--- src/rtl/dir_pkg.sv ---
package dir_pkg;
  typedef enum logic [1:0] {
    OP_READ  = 2'd0,
    OP_WRITE = 2'd1,
    OP_EVICT = 2'd2,
    OP_NONE  = 2'd3
  } dir_op_e;

  typedef enum logic [1:0] {
    ST_UNOWNED = 2'd0,
    ST_SHARED  = 2'd1,
    ST_EXCL    = 2'd2
  } dir_st_e;
endpackage

--- src/rtl/dir_node_map.sv ---
module dir_node_map #(
  parameter int NODES  = 32,
  parameter int VEC_W  = 16,
  parameter int NODE_W = 5,
  parameter int GROUP  = 2
) (
  input  logic [NODE_W-1:0] node_i,
  input  logic [VEC_W-1:0]  vec_i,
  output logic [VEC_W-1:0]  node_bit_o,
  output logic [NODES-1:0]  node_mask_o
);
  if (GROUP == 1) begin : g_full
    always_comb node_bit_o = VEC_W'(1) << node_i;
    for (genvar n = 0; n < NODES; n++) begin : g_bit
      assign node_mask_o[n] = vec_i[n];
    end
  end else begin : g_coarse
    always_comb node_bit_o = VEC_W'(1) << (node_i / NODE_W'(GROUP));
    // each node inherits the presence bit of its group
    for (genvar n = 0; n < NODES; n++) begin : g_bit
      assign node_mask_o[n] = vec_i[n / GROUP];
    end
  end
endmodule

--- src/rtl/dir_entry_next.sv ---
module dir_entry_next
  import dir_pkg::*;
#(
  parameter int NODES  = 32,
  parameter int VEC_W  = 16,
  parameter int NODE_W = 5,
  parameter bit COARSE = 1'b1
) (
  input  dir_op_e           op_i,
  input  logic [NODE_W-1:0] node_i,
  input  dir_st_e           st_i,
  input  logic [NODE_W-1:0] own_i,
  input  logic [VEC_W-1:0]  vec_i,
  input  logic [VEC_W-1:0]  node_bit_i,
  input  logic [NODES-1:0]  node_mask_i,
  output dir_st_e           st_o,
  output logic [NODE_W-1:0] own_o,
  output logic [VEC_W-1:0]  vec_o,
  output logic              fwd_o,
  output logic [NODES-1:0]  inv_mask_o
);
  logic [NODES-1:0] req_oh, own_oh;
  logic [VEC_W-1:0] vec_clr;

  always_comb begin
    req_oh     = NODES'(1) << node_i;
    own_oh     = NODES'(1) << own_i;
    vec_clr    = vec_i & ~node_bit_i;
    st_o       = st_i;
    own_o      = own_i;
    vec_o      = vec_i;
    fwd_o      = 1'b0;
    inv_mask_o = '0;
    unique case (op_i)
      OP_READ: begin
        if (st_i == ST_EXCL) begin
          if (own_i != node_i) begin
            fwd_o = 1'b1;
            st_o  = ST_SHARED;
            vec_o = vec_i | node_bit_i;  // vec_i already holds the owner
          end
        end else begin
          st_o  = ST_SHARED;
          vec_o = (st_i == ST_SHARED) ? (vec_i | node_bit_i) : node_bit_i;
        end
      end
      OP_WRITE: begin
        if (st_i == ST_SHARED)   inv_mask_o = node_mask_i & ~req_oh;
        else if (st_i == ST_EXCL) inv_mask_o = own_oh & ~req_oh;
        st_o  = ST_EXCL;
        own_o = node_i;
        vec_o = node_bit_i;
      end
      OP_EVICT: begin
        if (st_i == ST_EXCL && own_i == node_i) begin
          st_o  = ST_UNOWNED;
          vec_o = '0;
        end else if (st_i == ST_SHARED && !COARSE) begin
          vec_o = vec_clr;
          if (vec_clr == '0) st_o = ST_UNOWNED;
        end
      end
      default: ;
    endcase
  end
endmodule

--- src/rtl/dir_inv_seq.sv ---
module dir_inv_seq #(
  parameter int NODES  = 32,
  parameter int NODE_W = 5,
  parameter int CNT_W  = 6
) (
  input  logic              clk_i,
  input  logic              rst_ni,
  input  logic              load_i,
  input  logic [NODES-1:0]  mask_i,
  output logic              busy_o,
  output logic              inv_valid_o,
  output logic [NODE_W-1:0] inv_node_o,
  output logic              done_o,
  output logic [CNT_W-1:0]  cnt_o
);
  logic [NODES-1:0] pend_q;
  logic             busy_q;
  logic [CNT_W-1:0] cnt_q;
  logic [NODE_W-1:0] pick;

  always_comb begin
    pick = '0;
    for (int i = NODES - 1; i >= 0; i--) if (pend_q[i]) pick = NODE_W'(i);
  end

  always_ff @(posedge clk_i or negedge rst_ni) begin
    if (!rst_ni) begin
      busy_q <= 1'b0;
      pend_q <= '0;
      cnt_q  <= '0;
    end else if (load_i) begin
      busy_q <= 1'b1;
      pend_q <= mask_i;
      cnt_q  <= '0;
    end else if (busy_q) begin
      if (|pend_q) begin
        pend_q[pick] <= 1'b0;
        cnt_q        <= cnt_q + 1'b1;
      end else begin
        busy_q <= 1'b0;
      end
    end
  end

  assign busy_o      = busy_q;
  assign inv_valid_o = busy_q & (|pend_q);
  assign inv_node_o  = pick;
  assign done_o      = busy_q & ~(|pend_q);
  assign cnt_o       = cnt_q;

  p_drain_r3: assert property (@(posedge clk_i) disable iff (!rst_ni)
    inv_valid_o && !load_i |=> !pend_q[$past(inv_node_o)]);
  p_cnt_step_r4: assert property (@(posedge clk_i) disable iff (!rst_ni)
    inv_valid_o && !load_i |=> cnt_o == $past(cnt_o) + 1'b1);
  p_done_pulse_r4: assert property (@(posedge clk_i) disable iff (!rst_ni)
    done_o && !load_i |=> !done_o);
endmodule

--- src/rtl/dir_sharer_ctrl.sv ---
module dir_sharer_ctrl
  import dir_pkg::*;
#(
  parameter int NODES = 32,
  parameter int VEC_W = 16,
  parameter int BLKS  = 16,
  localparam int NODE_W = (NODES > 1) ? $clog2(NODES) : 1,
  localparam int BLK_W  = (BLKS > 1) ? $clog2(BLKS) : 1,
  localparam int CNT_W  = $clog2(NODES + 1),
  localparam int GROUP  = (NODES + VEC_W - 1) / VEC_W,
  localparam bit COARSE = (NODES > VEC_W)
) (
  input  logic              clk_i,
  input  logic              rst_ni,
  input  logic              req_valid_i,
  output logic              req_ready_o,
  input  logic [1:0]        req_op_i,
  input  logic [NODE_W-1:0] req_node_i,
  input  logic [BLK_W-1:0]  req_blk_i,
  output logic              inv_valid_o,
  output logic [NODE_W-1:0] inv_node_o,
  output logic              ack_valid_o,
  output logic [CNT_W-1:0]  ack_cnt_o,
  output logic              fwd_valid_o,
  output logic [NODE_W-1:0] fwd_node_o
);
  dir_st_e           st_q  [BLKS];
  logic [NODE_W-1:0] own_q [BLKS];
  logic [VEC_W-1:0]  vec_q [BLKS];

  dir_st_e           nxt_st;
  logic [NODE_W-1:0] nxt_own;
  logic [VEC_W-1:0]  nxt_vec, node_bit;
  logic [NODES-1:0]  node_mask, inv_mask;
  logic              fwd, busy, accept;
  logic [NODE_W-1:0] req_node_q;
  dir_op_e           op;

  assign op          = dir_op_e'(req_op_i);
  assign req_ready_o = ~busy;
  assign accept      = req_valid_i & ~busy;

  dir_node_map #(.NODES(NODES), .VEC_W(VEC_W), .NODE_W(NODE_W), .GROUP(GROUP)) u_map (
    .node_i     (req_node_i),
    .vec_i      (vec_q[req_blk_i]),
    .node_bit_o (node_bit),
    .node_mask_o(node_mask)
  );

  dir_entry_next #(.NODES(NODES), .VEC_W(VEC_W), .NODE_W(NODE_W), .COARSE(COARSE)) u_next (
    .op_i       (op),
    .node_i     (req_node_i),
    .st_i       (st_q[req_blk_i]),
    .own_i      (own_q[req_blk_i]),
    .vec_i      (vec_q[req_blk_i]),
    .node_bit_i (node_bit),
    .node_mask_i(node_mask),
    .st_o       (nxt_st),
    .own_o      (nxt_own),
    .vec_o      (nxt_vec),
    .fwd_o      (fwd),
    .inv_mask_o (inv_mask)
  );

  dir_inv_seq #(.NODES(NODES), .NODE_W(NODE_W), .CNT_W(CNT_W)) u_seq (
    .clk_i      (clk_i),
    .rst_ni     (rst_ni),
    .load_i     (accept && op == OP_WRITE),
    .mask_i     (inv_mask),
    .busy_o     (busy),
    .inv_valid_o(inv_valid_o),
    .inv_node_o (inv_node_o),
    .done_o     (ack_valid_o),
    .cnt_o      (ack_cnt_o)
  );

  always_ff @(posedge clk_i or negedge rst_ni) begin
    if (!rst_ni) begin
      for (int b = 0; b < BLKS; b++) begin
        st_q[b]  <= ST_UNOWNED;
        own_q[b] <= '0;
        vec_q[b] <= '0;
      end
      fwd_valid_o <= 1'b0;
      fwd_node_o  <= '0;
      req_node_q  <= '0;
    end else begin
      fwd_valid_o <= accept & fwd;
      if (accept) begin
        st_q[req_blk_i]  <= nxt_st;
        own_q[req_blk_i] <= nxt_own;
        vec_q[req_blk_i] <= nxt_vec;
        fwd_node_o       <= own_q[req_blk_i];
        req_node_q       <= req_node_i;
      end
    end
  end

  p_no_self_inv_r3: assert property (@(posedge clk_i) disable iff (!rst_ni)
    inv_valid_o |-> inv_node_o != req_node_q);
  p_busy_blocks_r5: assert property (@(posedge clk_i) disable iff (!rst_ni)
    (inv_valid_o || ack_valid_o) |-> !req_ready_o);
  p_fwd_other_r7: assert property (@(posedge clk_i) disable iff (!rst_ni)
    fwd_valid_o |-> fwd_node_o != req_node_q);
  p_fwd_pulse_r7: assert property (@(posedge clk_i) disable iff (!rst_ni)
    fwd_valid_o |-> !inv_valid_o && !ack_valid_o);
endmodule

--- config.mk ---
export PLATFORM = sky130hd
export DESIGN_NAME = dir_sharer_ctrl
export DESIGN_NICKNAME = d
export VERILOG_FILES = /design/src/rtl/dir_pkg.sv /design/src/rtl/dir_node_map.sv /design/src/rtl/dir_entry_next.sv /design/src/rtl/dir_inv_seq.sv /design/src/rtl/dir_sharer_ctrl.sv
export SDC_FILE = /design/constraint.sdc
export NUM_CORES = 1
export LEC_CHECK = 0
export BUFFER_PORTS_ARGS = -buffer_cell sky130_fd_sc_hd__buf_2
export CAP_MARGIN = 20
export CORE_UTILIZATION = 50
export CTS_CLUSTER_DIAMETER = 50
export DETAILED_ROUTE_END_ITERATION = 10
export GPL_TIMING_DRIVEN = 1
export PLACE_DENSITY = 0.78
export SYNTH_ARGS = -nofsm -noshare
export SYNTH_HDL_FRONTEND = slang
export SYNTH_SLANG_ARGS = --single-unit
--- constraint.sdc ---
create_clock -name clk_i -period 4.1 [get_ports clk_i]
set_clock_uncertainty 0.15 [all_clocks]
set_input_delay 0.205 -clock clk_i [delete_from_list [all_inputs] [get_ports clk_i]]
set_output_delay 0.205 -clock clk_i [all_outputs]
set_load 0.01 [all_outputs]
==> metrics, run 1 <==
vias in the first global route ~15000; M1 GR Usage 0.356; mapped cell area 20300 um2; crit-path cells mux4_2, and2b_1, a211oi_1, o21a_1, o21ai_1, buf_4, o311ai_1, nand3_1, mux2_2; Pleak just under 0.01 uW; R2R Path Start own_q[16]; Post-synth EDFFs 0; RD Place Congestion 0.944; reg2reg path depth 9; Worst Path Required between 4 and 5 ns; Starting Density 0.510; min Tclk post-route 3.52 ns; antenna violations before repair 1; sequential area share after synthesis 0.508; Psw between 4000 and 5000 uW; critical path arrival 3.83 ns; die outline height 204 um; Yosys reg bits 413; M2 GR Usage 0.417; vias per cell ~6.3; relative max-transition margin 0.316; Async SR Flop Fraction 1.00; width of the die between 200 and 250 um; total setup buffers inserted after CTS 0; I/O pin total 34; CP max stage delay 0.50 ns; GRT Resource Usage Total 0.262; delay-heaviest family, CP compound AO/OA/AOI/OAI gates; core area 39900 um2; CTS Root Cell clkbuf_16; cell count after synthesis 1840; Antenna Nets Post-Route 0; VDD IR max roughly 0.34 mV; Ys Warns 0; worst skew pair latency 0.58 ns; final setup violation count 0; Iter 0 DRT Violations 1689; Max-Cap Viols 0; WP buf/inv 1; startpoint types flip-flop; Place WS 0.375 ns; Pint 8730 uW; Num CTS Buffers 47; Slew @ Worst Pin 1.02 ns; r2r endpoint st_q[3]; largest net degree at the start of global routing around 110; fmax 0.284 GHz; DR pass1 iterations 5; Hold Violations, Final 0; CTS sink count 413; Gate power share 0.238; Switching Share 0.317; Worst Hold Path EP own_q[11]; setup tns final 0 ns; maximum fanout along the worst path 16; clock share of power 0.341; DP HPWL 33100 um; Routed WL 53300 um; M3 GR Usage 0.0470; Synth Area per Inst approximately 11 um2; post-layout util 0.564; post-synth cell types 73; fin crit share 0.859; die area 41500 um2; Final Max Slew Viols 0; CTS H-Tree Depth 2; critical path type flip-flop to flip-flop; register share of total power 0.421; gr ovfl total 0; CP Capture Type flip-flop; Cell Count, Final, Fillers Out 2397; worst hold start req_node_i[1]; net count after synthesis 1855; share of cells above drive strength 1 0.213; RSZ-0062 raised after global routing false; slack of the worst reg-to-reg path between 0.5 and 0.6 ns; Syn-to-layout area delta 10.6%; Port Buffers 33; Post-synth top flop dfrtp_1; Max stage delay cell, worst path nand3_1; cell count after placement 2305; via count approximately 15000; Layout Nets 1847; global-route wire length before repair 84000 um; PwrDens 568 nW/um2; # DRC 0; status finished clean; total power 12800 uW; Clock Pin Slew Worst Setup and Hold Paths 0.07 ns; Setup WS post-layout 0.579 ns; worst-case clock buffer depth 3; Tightest Hold Check Type input port to flip-flop; row cnt 73; TritonCTS clock tree yes; Hold Path Cell Cnt 4; GR peak layer met2; DR WL/cell 22.2 um
==> cells in the final DEF (no fill, tap or decap), drive strengths merged, types with 5 or more instances in the layout <==
cell type,instances
mux2,84
a211oi,5
o21ai,326
and3,7
and2,15
nor2,76
o22ai,10
a21oi,61
xor2,8
or3,8
nor2b,9
buf,94
inv,25
clkbuf,63
o31ai,26
o41ai,5
nand2b,7
o21a,5
nor4,10
clkinv,15
nand3,15
dfrtp,413
a22oi,14
mux4,106
mux2i,27
o311ai,21
a221oi,5
nor3,16
nand2,338
==> state kept, by name (all words and copies together) (netlist names) <==
register      flops
st_q             32
vec_q           256
u_seq.pend_q     32
u_seq.busy_o      1
fwd_valid_o       1
u_seq.cnt_o       6
fwd_node_o        5
own_q            80
==> per-layer routing <==
layer	routed length (um)	up-vias
li1	-	6621
met1	21800	7579
met2	25400	721
met3	4300	134
met4	1810	0
met5	0	-
==> worst max-delay path by stage <==
| stage | slack, ns | cells past startpoint | from | endpoint |
|---|---|---|---|---|
| after floorplan | 0.87 | 13 | req_blk_i[1] | vec_q[137] |
| final | 0.58 | 9 | own_q[16] | st_q[3] |
| after global routing | 0.36 | 9 | own_q[6] | st_q[1] |
| after CTS | 0.62 | 6 | u_seq.pend_q[11] | inv_valid_o |
| after detailed placement | 0.37 | 9 | req_blk_i[1] | vec_q[24] |
| after global placement | 0.46 | 10 | req_blk_i[1] | vec_q[63] |
==> timing repair <==
action,4_1_cts,5_1_grt
endpoints found under the setup margin,0,0
hold buffers,2,0
hold endpoints to repair,107,0
resized for setup,0,0
==> metrics by stage <==
step	area (um2)	hold WS, ns
after global routing	22500	0.102
final	22500	0.0844
after global placement	20800	0.155
after floorplan	20300	-0.241
after CTS	22500	0.0476
after detailed placement	20800	0.170
==> power groups by stage <==
stage	combinational [uW]	clock (uW)	sequential, uW
CTS	3020	4390	5360
global route	3330	4560	5460
finish	3050	4360	5380
floorplan	2160	0	5270
detailed placement	2990	0	5420
global placement	2890	0	5350
==> tightest hold or removal path, delay by kind of cell <==
| kind | cells | cell delay [ns] |
|---|---|---|
| compound gates | 2 | 0.22 |
| buf+inv | 2 | 0.34 |
==> cell type report <==
| cell class | instances | area (um2) |
|---|---|---|
| Inverter | 20 | 75.1 |
| Fill cell | 3147 | 17400 |
| Tap cell | 525 | 657 |
| Antenna cell | 1 | 2.50 |
| Clock buffer | 63 | 1350 |
| Timing Repair Buffer | 96 | 733 |
| Multi-Input combinational cell | 1254 | 9070 |
| Clock inverter | 25 | 283 |
| Sequential cell | 413 | 10300 |
==> logic make-up after synthesis <==
kind of cell    after synthesis  synth area share
mux                         217             0.180
flops                       413             0.508
fa+ha+maj                     1          0.000615
xor+xnor                     12           0.00517
compound gates              506             0.151
buf+inv                     173            0.0470
simple gates                518             0.108
==> cells in the mapped netlist, types with 10 or more instances <==
cell type | n | area [um2]
and2_1 | 14 | 87.6
o21ai_1 | 27 | 135
mux2_2 | 84 | 946
nand2_1 | 337 | 1260
a22oi_4 | 10 | 213
o22ai_1 | 10 | 62.6
inv_1 | 16 | 60.1
nand3_1 | 15 | 75.1
clkbuf_1 | 78 | 293
buf_4 | 22 | 165
a21oi_1 | 61 | 305
nor3_1 | 16 | 80.1
mux4_1 | 10 | 263
dfrtp_1 | 413 | 10300
nor2_1 | 75 | 282
o31ai_1 | 16 | 120
o31ai_2 | 10 | 125
buf_6 | 11 | 124
o311ai_0 | 20 | 175
nor4_1 | 10 | 62.6
o21ai_0 | 299 | 1500
mux2i_1 | 26 | 260
mux4_2 | 95 | 2140
buf_2 | 23 | 115
Note: power is estimated with default switching activity, not from simulation.
==> run 2, diff against run 1 <==
--- a/config.mk
+++ b/config.mk
@@ -7,11 +7,11 @@
 export LEC_CHECK = 0
 export BUFFER_PORTS_ARGS = -buffer_cell sky130_fd_sc_hd__buf_2
 export CAP_MARGIN = 20
-export CORE_UTILIZATION = 50
+export CORE_UTILIZATION = 26
 export CTS_CLUSTER_DIAMETER = 50
 export DETAILED_ROUTE_END_ITERATION = 10
 export GPL_TIMING_DRIVEN = 1
-export PLACE_DENSITY = 0.78
+export PLACE_DENSITY = 0.52
 export SYNTH_ARGS = -nofsm -noshare
 export SYNTH_HDL_FRONTEND = slang
 export SYNTH_SLANG_ARGS = --single-unit
==> run 2 against run 1 <==
Compared with the run above:
- combinational power up 2%
- final cell count up 22%
- sequential cell count unchanged
- core utilization down 26 points
==> metrics, run 2 (synthesis results as in run 1) <==
fin crit share 0.853; Starting Density 0.263; Iter 0 DRT Violations 1263; global-route wire length before repair 90300 um; core area 77500 um2; share of cells above drive strength 1 0.224; die area 79400 um2; RD Place Congestion 0.811; Pleak between 0.009 and 0.01 uW; final setup violation count 0; antenna violations before repair 2; DR WL/cell 19.8 um; largest register by flop count vec_q; vias in the first global route 14600; CTS Root Cell clkbuf_16; met2 wire len 28200 um; gr ovfl total 0; I/O pin total 34; TritonCTS clock tree yes; wl on met1 25400 um; DP Area roughly 22000 um2; top flop regs vec_q x256, own_q x80; maximum fanout along the worst path 16; Worst Hold Path EP u_seq.pend_q[25]; Num CTS Buffers 48; post-layout util 0.303; Antenna Nets Post-Route 0; commonest non-fill, non-tap cell in the layout dfrtp_1; most frequent cells in the layout dfrtp_1, nand2_1, o21ai_0; area of the multi-input gates just over 9000 um2; Port Buffers 33; total power 13200 uW; Final Max Slew Viols 0; crit-path cells mux4_2, mux4_2, nor2b_2, nand2_2, or3_4, a211oi_2, buf_4, o21ai_0; vias per cell 5.00; width of the die roughly 280 um; met3 WL 2940 um; die outline height 282 um; Layout Nets ~1900; DP HPWL 37200 um; number of flip-flops in the largest register 256; CTS H-Tree Depth 2; critical path type flip-flop to flip-flop; Max Used Layer met4; Slew @ Worst Pin 0.990 ns; RSZ-0062 raised after global routing false; Max-Cap Viols 0; min Tclk post-route 3.50 ns; critical path arrival 3.78 ns; PwrDens ~560 nW/um2; slack of the worst reg-to-reg path about 0.60 ns; post-route cell area 23500 um2; row cnt 102; CP Capture Type flip-flop; reg2reg path depth 8; Syn-to-layout area delta 15.3%; worst skew pair latency between 0.5 and 0.6 ns; fmax 0.286 GHz; VDD IR max 0.302 mV; via count 14600; Fillers 7871; R2R Path Start st_q[8]; GRT Resource Usage Total 0.148; DR pass1 iterations 5; Hold WS 0.0945 ns; CP max stage delay ~0.55 ns; r2r endpoint vec_q[123]; WP buf/inv 1; Worst Path Required 4.39 ns; worst-case clock buffer depth 3; relative max-transition margin 0.338; Crit path top cell by count mux4_2; worst hold start req_node_i[0]; setup tns final 0 ns; Max stage delay cell, worst path mux4_2; register area 10300 um2; Tightest Hold Check Type input port to flip-flop; startpoint types flip-flop; Hold Path Cell Cnt 4; Hold Violations, Final 0; delay-heaviest family, CP multiplexers; status finished clean; largest net degree at the start of global routing 108; Clock Pin Slew Worst Setup and Hold Paths 0.06 ns; # DRC 0; CTS sink count 413; Routed WL 58100 um
[run 2: where the power goes]
| part | internal [uW] | switching, uW |
|---|---|---|
| clock network | 2940 | 1820 |
| registers | 4880 | 461 |
| logic | 1270 | 1840 |
| total | 9100 | 4120 |
[run 2: worst max-delay path by stage]
stage	startpoint	end	slack (ns)	depth (start not counted)
detailed placement	req_blk_i[1]	vec_q[139]	0.04	12
global route	u_seq.pend_q[15]	inv_valid_o	0.34	6
finish	st_q[8]	vec_q[123]	0.60	8
global placement	req_blk_i[1]	vec_q[139]	0.07	12
floorplan	req_blk_i[1]	vec_q[137]	0.87	13
CTS	own_q[24]	vec_q[123]	0.61	9
[run 2: metrics by stage]
stage,worst slack [ns],instances
floorplan,0.865,1840
global placement,0.0681,2831
detailed placement,0.0435,2833
CTS,0.611,2925
global route,0.339,2927
finish,0.604,2927
[run 2: metal layers]
layer / up-vias / track usage
met5: - / 0
met4: 0 / 0.0461
met3: 98 / 0.0227
met2: 409 / 0.250
met1: 7466 / 0.196
li1: 6655 / -
[run 2: area by class of cell]
cell class | instances | area share
timing repair buffer | 109 | 0.0369
tap | 1040 | 0.0555
clock buffer | 63 | 0.0584
sequential | 413 | 0.441
inverter | 20 | 0.00320
antenna | 1 | 0.000107
clock inverter | 27 | 0.0174
multi-input combinational | 1254 | 0.388
[run 2: timing repair]
action	in CTS	in global routing
buffers inserted	0	0
hold endpoints to repair	93	0
hold buffers	2	0
resized for setup	0	0
[run 2: worst reg2reg max path: cells and delay by family, from the launching register on]
family                 cells  cell delay (ns)
flip-flops                 1             0.40
AND/OR/NAND/NOR            3             1.02
buffers and inverters      1             0.26
AO/OA/AOI/OAI              2             0.46
multiplexers               2             1.04
==> run 3, diff against run 2 <==
--- a/config.mk
+++ b/config.mk
@@ -8,6 +8,7 @@
 export BUFFER_PORTS_ARGS = -buffer_cell sky130_fd_sc_hd__buf_2
 export CAP_MARGIN = 20
 export CORE_UTILIZATION = 26
+export CTS_BUF_LIST = sky130_fd_sc_hd__clkbuf_4
 export CTS_CLUSTER_DIAMETER = 50
 export DETAILED_ROUTE_END_ITERATION = 10
 export GPL_TIMING_DRIVEN = 1
==> run 3 against run 2 <==
Compared with the run above:
- die area is the same
- first-iteration DRC count shrank 4.2%
- largest cell class unchanged
- highest routed layer unchanged
- global-route usage grew 0.35 points
- combinational power is essentially flat
- cell area shrank 0.79%
- final cell count grew 4.0%
==> metrics, run 3 (synthesis results as in run 1) <==
status finished clean; TritonCTS clock tree yes; gr ovfl total 0; core area 77500 um2; RSZ-0062 raised after global routing false; setup tns final 0 ns; fmax 0.269 GHz; area of the multi-input gates between 9000 and 10000 um2; register area 10300 um2; largest net degree at the start of global routing 108; top flop regs vec_q x256, own_q x80; Iter 0 DRT Violations 1210; Starting Density 0.263; vias in the first global route between 15000 and 20000; startpoint types flip-flop; worst-case clock buffer depth 3; CTS H-Tree Depth 3; Max-Cap Viols 0; critical path arrival roughly 3.4 ns; Final Max Slew Viols 0; DR pass1 iterations 5; commonest non-fill, non-tap cell in the layout dfrtp_1; Clock Pin Slew Worst Setup and Hold Paths about 0.060 ns; die outline height between 200 and 300 um; DR WL/cell 19.3 um; Pleak 0.00998 uW; width of the die approximately 280 um; post-CTS resize count 0; GRT Resource Usage Total 0.152; CTS Root Cell clkbuf_4; final setup violation count 0; crit-path cells or4_1, nor2_1, nand2b_1, o21ai_0, clkinv_1, buf_2; CTS sink count 413; Place WS 0.0435 ns; # DRC 0; maximum fanout along the worst path 10; DP HPWL around 37000 um; PwrDens 525 nW/um2; most frequent cells in the layout dfrtp_1, nand2_1, o21ai_0; RD Place Congestion 0.811; Worst Path Required between 3 and 4 ns; CP max stage delay a little under 0.6 ns; Antenna Nets Post-Route 0; WP buf/inv 2; via count 14900; worst skew pair latency 0.86 ns; Routed WL 58800 um; global-route wire length before repair 92500 um; fin crit share 0.908; largest register by flop count vec_q; Fillers 7967; number of flip-flops in the largest register 256; Setup WS post-layout 0.378 ns; delay-heaviest family, CP simple AND/OR/NAND/NOR gates; row cnt a little over 100; Slew @ Worst Pin 1.02 ns; total power 12200 uW; VDD IR max 0.260 mV; Num CTS Buffers 108; CP Capture Type output pin; I/O pin total 34; Syn-to-layout area delta 14.4%; Max stage delay cell, worst path or4_1; share of cells above drive strength 1 0.253; Hold Violations, Final 0; Port Buffers 33; die area between 70000 and 80000 um2; vias per cell slightly below 5; Tightest Hold Check Type input port to flip-flop; critical path type flip-flop to output pin; relative max-transition margin 0.318; min Tclk post-route approximately 3.7 ns; antenna violations before repair 1; Layout Nets 1935
-- run 3: where the power goes --
part	internal [uW]	switching [uW]	leakage (uW)	total [uW]
clock network	1990	1750	0.000845	3740
logic	1290	1850	0.00355	3130
registers	4880	460	0.00559	5340
total	8160	4060	0.00998	12200
-- run 3: through the flow --
stage	utilization	instances	instance area, um2	hold slack (ns)
CTS	0.300	3043	23300	0.0448
global route	0.300	3045	23300	0.156
global placement	0.279	2831	21600	0.158
detailed placement	0.279	2833	21600	0.155
floorplan	-	1840	20300	-0.241
finish	0.300	3045	23300	0.160
-- run 3: worst reg2reg max path, delay by kind of cell (launching register included) --
family / cells / cell delay (ns)
buffers and inverters: 1 / 0.26
DFF: 1 / 0.39
muxes: 2 / 1.04
and+or+nand+nor: 3 / 1.04
AOI/OAI and AO/OA: 2 / 0.45
-- run 3: what timing repair did --
action / 4_1_cts / 5_1_grt
endpoints found under the hold margin: 544 / 0
setup buffers: 0 / 0
hold buffers: 16 / 0
endpoints found under the setup margin: 0 / 0
-- run 3: final cells by class --
class                   count  share of cell area
repair buffers            123              0.0440
clock inverters            39              0.0116
clock buffers             155              0.0500
flip-flops and latches    413               0.444
well taps                1040              0.0559
diodes                      1            0.000108
multi-input cells        1254               0.391
inverters                  20             0.00323
-- run 3: metal layers --
| layer | vias up | global-route usage | wire (um) |
|---|---|---|---|
| li1 | 6887 | - | - |
| met1 | 7562 | 0.197 | 25800 |
| met2 | 411 | 0.254 | 28800 |
| met3 | 83 | 0.0244 | 2790 |
| met4 | 0 | 0.0584 | 1350 |
| met5 | - | 0 | 0 |
-- run 3: path summary, 6_finish.rpt --
kind	slack, ns	cells after the start	to	startpoint
min in group asynchronous	0.48	4	vec_q[228]	rst_ni
min reg2reg	0.32	2	fwd_node_o[2]	fwd_node_o[2]
max in group asynchronous	2.74	4	vec_q[215]	rst_ni
min	0.16	4	st_q[20]	req_op_i[1]
max	0.38	6	inv_valid_o	u_seq.pend_q[15]
max reg2reg	0.62	8	vec_q[91]	st_q[2]
